File: src/rtl/gpio_port_pkg.sv
package gpio_port_pkg;

    // Kind of register a bus offset selects
    typedef enum logic [1:0] {
        ACC_DATA  = 2'd0,
        ACC_DIR   = 2'd1,
        ACC_OTHER = 2'd2
    } acc_kind_e;

    // Classify a byte offset, given the size of the masked data window
    function automatic acc_kind_e decode_offset(input logic [31:0] ofs,
                                                input logic [31:0] win);
        if (ofs < win)
            return ACC_DATA;
        else if (ofs == win)
            return ACC_DIR;
        else
            return ACC_OTHER;
    endfunction

endpackage

File: src/rtl/gpio_in_sync.sv
module gpio_in_sync #(
    parameter int W = 8
) (
    input  logic         clk,
    input  logic         rst_n,
    input  logic [W-1:0] pin_in,
    output logic [W-1:0] sync_out
);

    typedef struct packed {
        logic [W-1:0] meta;
        logic [W-1:0] stable;
    } sync_t;

    sync_t st_d, st_q;

    always_comb begin
        st_d        = st_q;
        st_d.meta   = pin_in;
        st_d.stable = st_q.meta;
    end

    always_ff @(posedge clk) begin
        if (!rst_n)
            st_q <= '0;
        else
            st_q <= st_d;
    end

    assign sync_out = st_q.stable;

endmodule

File: src/rtl/gpio_bank.sv
module gpio_bank
    import gpio_port_pkg::*;
#(
    parameter int W      = 8,
    parameter int BUS_W  = 32,
    parameter int ADDR_W = 12
) (
    input  logic              clk,
    input  logic              rst_n,
    input  logic              wr_en,
    input  logic              rd_en,
    input  logic [ADDR_W-1:0] addr,
    input  logic [BUS_W-1:0]  wr_data,
    input  logic [W-1:0]      sync_in,
    output logic [W-1:0]      data_q,
    output logic [W-1:0]      dir_q,
    output logic [BUS_W-1:0]  rd_data
);

    // Size of the masked data window: one address per mask value, word spaced
    localparam int WIN_BYTES = 1 << (W + 2);
    localparam int MASK_LSB  = 2;
    localparam int MASK_MSB  = MASK_LSB + W - 1;

    typedef struct packed {
        logic [W-1:0]     data;
        logic [W-1:0]     dir;
        logic [BUS_W-1:0] rdata;
    } bank_t;

    bank_t st_d, st_q;

    acc_kind_e    kind;
    logic [W-1:0] acc_mask;
    logic [W-1:0] wr_sel;
    logic         unused_wr_hi;

    assign unused_wr_hi = ^wr_data[BUS_W-1:W];

    always_comb begin
        kind     = decode_offset(32'(addr), 32'(WIN_BYTES));
        acc_mask = addr[MASK_MSB:MASK_LSB];
        wr_sel   = (wr_en && kind == ACC_DATA) ? (acc_mask & st_q.dir) : '0;
    end

    always_comb begin
        st_d = st_q;

        // Data register: inputs follow the synchronized pins,
        // outputs follow masked writes
        for (int i = 0; i < W; i++) begin
            if (!st_q.dir[i])
                st_d.data[i] = sync_in[i];
            else if (wr_sel[i])
                st_d.data[i] = wr_data[i];
        end

        if (wr_en && kind == ACC_DIR)
            st_d.dir = wr_data[W-1:0];

        if (rd_en) begin
            unique case (kind)
                ACC_DATA:  st_d.rdata = BUS_W'(st_q.data & acc_mask);
                ACC_DIR:   st_d.rdata = BUS_W'(st_q.dir);
                default:   st_d.rdata = '0;
            endcase
        end
    end

    always_ff @(posedge clk) begin
        if (!rst_n)
            st_q <= '0;
        else
            st_q <= st_d;
    end

    assign data_q  = st_q.data;
    assign dir_q   = st_q.dir;
    assign rd_data = st_q.rdata;

endmodule

File: src/rtl/gpio_out_drive.sv
module gpio_out_drive #(
    parameter int W = 8
) (
    input  logic         clk,
    input  logic         rst_n,
    input  logic [W-1:0] data_q,
    input  logic [W-1:0] dir_q,
    output logic [W-1:0] pin_out,
    output logic [W-1:0] pin_chg
);

    logic [W-1:0] level;

    typedef struct packed {
        logic [W-1:0] last;
        logic [W-1:0] chg;
    } drv_t;

    drv_t st_d, st_q;

    // Per-pin resolution: output pins drive data, input pins float high
    for (genvar g = 0; g < W; g++) begin : g_pin
        assign level[g] = dir_q[g] ? data_q[g] : 1'b1;
    end

    always_comb begin
        st_d      = st_q;
        st_d.last = level;
        st_d.chg  = level ^ st_q.last;
    end

    always_ff @(posedge clk) begin
        if (!rst_n) begin
            st_q.last <= '1;
            st_q.chg  <= '0;
        end else begin
            st_q <= st_d;
        end
    end

    assign pin_out = level;
    assign pin_chg = st_q.chg;

endmodule

File: src/rtl/gpio_masked_port.sv
module gpio_masked_port #(
    parameter int W      = 8,
    parameter int BUS_W  = 32,
    parameter int ADDR_W = 12
) (
    input  logic              clk,
    input  logic              rst_n,
    input  logic              wr_en,
    input  logic              rd_en,
    input  logic [ADDR_W-1:0] addr,
    input  logic [BUS_W-1:0]  wr_data,
    output logic [BUS_W-1:0]  rd_data,
    input  logic [W-1:0]      pin_in,
    output logic [W-1:0]      pin_out,
    output logic [W-1:0]      pin_chg
);

    logic [W-1:0] sync_in;
    logic [W-1:0] data_q;
    logic [W-1:0] dir_q;

    gpio_in_sync #(.W(W)) i_sync (
        .clk      (clk),
        .rst_n    (rst_n),
        .pin_in   (pin_in),
        .sync_out (sync_in)
    );

    gpio_bank #(.W(W), .BUS_W(BUS_W), .ADDR_W(ADDR_W)) i_bank (
        .clk     (clk),
        .rst_n   (rst_n),
        .wr_en   (wr_en),
        .rd_en   (rd_en),
        .addr    (addr),
        .wr_data (wr_data),
        .sync_in (sync_in),
        .data_q  (data_q),
        .dir_q   (dir_q),
        .rd_data (rd_data)
    );

    gpio_out_drive #(.W(W)) i_drive (
        .clk     (clk),
        .rst_n   (rst_n),
        .data_q  (data_q),
        .dir_q   (dir_q),
        .pin_out (pin_out),
        .pin_chg (pin_chg)
    );

endmodule

File: config.mk
export PLATFORM = sky130hd
export DESIGN_NAME = gpio_masked_port
export DESIGN_NICKNAME = d
export VERILOG_FILES = /design/src/rtl/gpio_port_pkg.sv /design/src/rtl/gpio_in_sync.sv /design/src/rtl/gpio_bank.sv /design/src/rtl/gpio_out_drive.sv /design/src/rtl/gpio_masked_port.sv
export SDC_FILE = /design/constraint.sdc
export NUM_CORES = 1
export LEC_CHECK = 0
export ABC_AREA = 1
export CORE_ASPECT_RATIO = 1.25
export CORE_MARGIN = 10
export CORE_UTILIZATION = 30
export DETAILED_ROUTE_END_ITERATION = 10
export SYNTH_ARGS = -nofsm -noshare
export SYNTH_HDL_FRONTEND = slang
export SYNTH_SLANG_ARGS = --single-unit
File: constraint.sdc
create_clock -name clk -period 1.5 [get_ports clk]
set_clock_uncertainty 0.2 [all_clocks]
set_input_delay 0.3 -clock clk [delete_from_list [all_inputs] [get_ports clk]]
set_output_delay 0.3 -clock clk [all_outputs]
set_load 0.02 [all_outputs]
==> flow_summary.yaml <==
sta:
  fin_crit_ns: 1.52
  final-setup-viol-count: 1
  rsz0062_at_grt: "true"
  finalHoldViolCount: 0
  fmax_mhz: 658
  slew_violations: 0
  hold_ws_ns: 0.153
  final.setup.worst_slack_ns: -0.0192
  fin_crit_sh_pct: 101
yosys:
  synthDominantCellAreaShare_pct: 44.1
  ys_async_sr_fraction_pct: 0
  synthFlopType: "dfxtp_1"
  synth_top_family_by_area: "simple AND/OR/NAND/NOR gates"
  synth_mux_area_share_pct: 0
  synth_common_cells: "58 x nand2_1, 56 x dfxtp_1, 51 x inv_1, 42 x buf_4, 40 x nor2_1"
  synthCells: 332
  netlist-cell-type-count: 23
  synthAdderAreaFrac_pct: 0
  synth_most_common_cell: "nand2_1"
  yosysSeqAreaShare_pct: 44.1
  synth_area_leaders: "dfxtp_1 44%, buf_4 12%, nand2_1 8.6%"
  syn_avg_cell_area_sq_um: 7.66
  synth_compound_area_share_pct: 12.2
  ys_warn_count: 0
  yosys.area_share.xor_xnor_pct: 0.344
  yosys.area_share.simple_pct: 21.6
  synth-edff-count: 0
  synth_area_leader_cell: "dfxtp_1"
  syn-cell-area_sq_um: 2540
  synth_seq_cells: 56
detailed_routing:
  detail_route.wl_per_cell_um: 12.6
  drt_iter0_drc: 70
  wl_mm: 6.66
  drt_pass1_iterations: 4
  drc: 0
  via_per_inst: 4.17
  ant_nets: 0
  vias: 2197
power_and_ir_drop:
  power.density_nw_per_um2: 761
  power_leakage_nw: 1.74
  clock_power_share_pct: 32.2
  switching_power_mw: 0.745
  intPower_mw: 2.04
  ir_worst_vdd_mv: 0.327
  p_comb_share_pct: 12.6
  switching_share_pct: 26.7
  p_seq_share_pct: 55.3
global_routing:
  grt_max_degree: 19
  overflow: 0
  grt_pass1_vias: 2217
  gr-usage-all-layers_pct: 10.2
  antenna_found_initial: 1
  grt_pass1_wl_mm: 10.3
clock_tree:
  clkLatencyLatePin_ns: 0.32
  clock_sinks: 56
  cts_max_path_buffers: 2
  root_buffer: "clkbuf_8"
  tritoncts: "built"
  htree_levels: 2
  cts_buffers: 5
  cts_hold_buf: 0
  clkTransAtPathRegs_ns: 0.10
critical_path:
  cpPeakStageDelay_ns: 0.35
  cp_slowest_cell: "dfxtp_2"
  start_kind: "register"
  path_buf_inv: 3
  end_kind: "primary output"
  critPathTopFamily: "flip-flops"
  worstPathArrival_ns: 1.02
  crit_top_cell: "inv_2"
  crit_path_max_fanout: 3
  worstSetupPathType: "register to primary output"
  crit_chain: "inv_2 -> nor2_4 -> inv_2 -> buf_6"
  required_ns: 1.00
cells_and_area:
  area_growth_pct: 44.0
  postLayoutCellArea_sq_um: 3660
  drive_above_1_share_pct: 33.8
  fin_util_pct: 44.4
  nets: 484
  final_cells: 527
floorplan:
  die_w_um: 102
  start_util_pct: 30.9
  ios: 104
  core-area_sq_um: 8240
  rows: 37
  dieArea_sq_um: 12600
  die_y_um: 123
place:
  hpwl_mm: 4.84
  placed_area_sq_um: 3310
  place_congestion: 0.828
  dpl.cell_count: 502
  numPortBuffers: 55
  post-place-ws_ns: -0.566
run_status:
  status: "complete, but fails checks"
  failed_checks: "setup timing"
hold_path:
  hold_class: "primary input to register"
run:
  maxCapViolCount: 0
-- area by class of cell --
| type | count | area [sq um] |
|---|---|---|
| antenna | 1 | 2.50 |
| clock buffer | 6 | 82.6 |
| clock inverter | 2 | 15.0 |
| fill | 827 | 4580 |
| inverter | 53 | 199 |
| multi-input combinational | 198 | 1060 |
| sequential | 56 | 1130 |
| tap | 97 | 121 |
| timing repair buffer | 114 | 1050 |
-- routing by layer --
metal	GRT usage (%)	wire length, um
met1	11.1	2680
met5	0	0
met3	2.68	497
met4	4.15	100
met2	18.1	3390
-- power groups by stage --
stage	Sequential (mW)	Clock [mW]	Combinational [mW]
6_report	1.54	0.897	0.350
3_5_place_dp	1.57	0	0.350
4_1_cts	1.54	0.924	0.349
3_3_place_gp	1.57	0	0.347
5_1_grt	1.54	0.954	0.383
2_1_floorplan	1.58	0	0.206
-- registers in the layout, indices dropped and copies added, names as in the netlist --
register,count
i_sync.sync_out,8
i_bank.data_q,8
i_drive.st_q,8
i_sync.st_d,8
i_drive.pin_chg,8
i_bank.dir_q,8
i_bank.rd_data,8
-- worst min-delay path: stages --
cell and delay [ns]:
dlymetal6s2s_1 0.17, nand2_1 0.10, a21oi_1 0.06
-- kinds of logic (layout without fill, tap and decap cells) --
kind of cell / after synthesis / count (layout)
other: 1 / 25
buffers and inverters: 101 / 175
AND/OR/NAND/NOR: 119 / 119
XOR/XNOR: 1 / 1
AO/OA/AOI/OAI: 54 / 54
flip-flops: 56 / 56
-- worst paths after layout --
kind,end,cells after the start,start,slack (ns)
worst max-delay path,pin_out[4],4,i_bank.dir_q[4],-0.02
worst max register to register,i_drive.pin_chg[7],6,i_bank.dir_q[7],0.30
worst min register to register,i_sync.sync_out[4],2,i_sync.st_d[4],0.22
worst min-delay path,i_bank.data_q[3],3,addr[5],0.15
-- cells in the final DEF, fill, tap and decap left out, types with 4 or more instances in the layout --
cell	count
clkdlybuf4s50_1	21
o21ai_0	18
clkbuf_8	6
conb_1	24
inv_2	18
nor2_1	26
nor2_2	5
inv_1	34
nor2_4	11
dlymetal6s2s_1	7
a21oi_2	8
dfxtp_2	8
nand2_1	56
dfxtp_1	48
clkdlybuf4s15_1	4
nand4_1	8
buf_4	54
dlygate4sd2_1	8
o21ai_1	5
buf_6	9
a21oi_1	15
a31oi_1	8
nand3_2	8
-- per-stage QoR --
stage	setup TNS [ns]	power [mW]
6_report	-0.0192	2.79
5_1_grt	-0.140	2.88
4_1_cts	-0.102	2.81
3_3_place_gp	-10.33	1.92
3_5_place_dp	-11.16	1.92
2_1_floorplan	0	1.79
-- timing repair --
action,4_1_cts,5_1_grt
resized for setup,119,25
gates cloned,0,1
setup buffers,7,8
setup endpoints to repair,40,36
pin swaps,11,15
(Power assumes the default switching activity.)
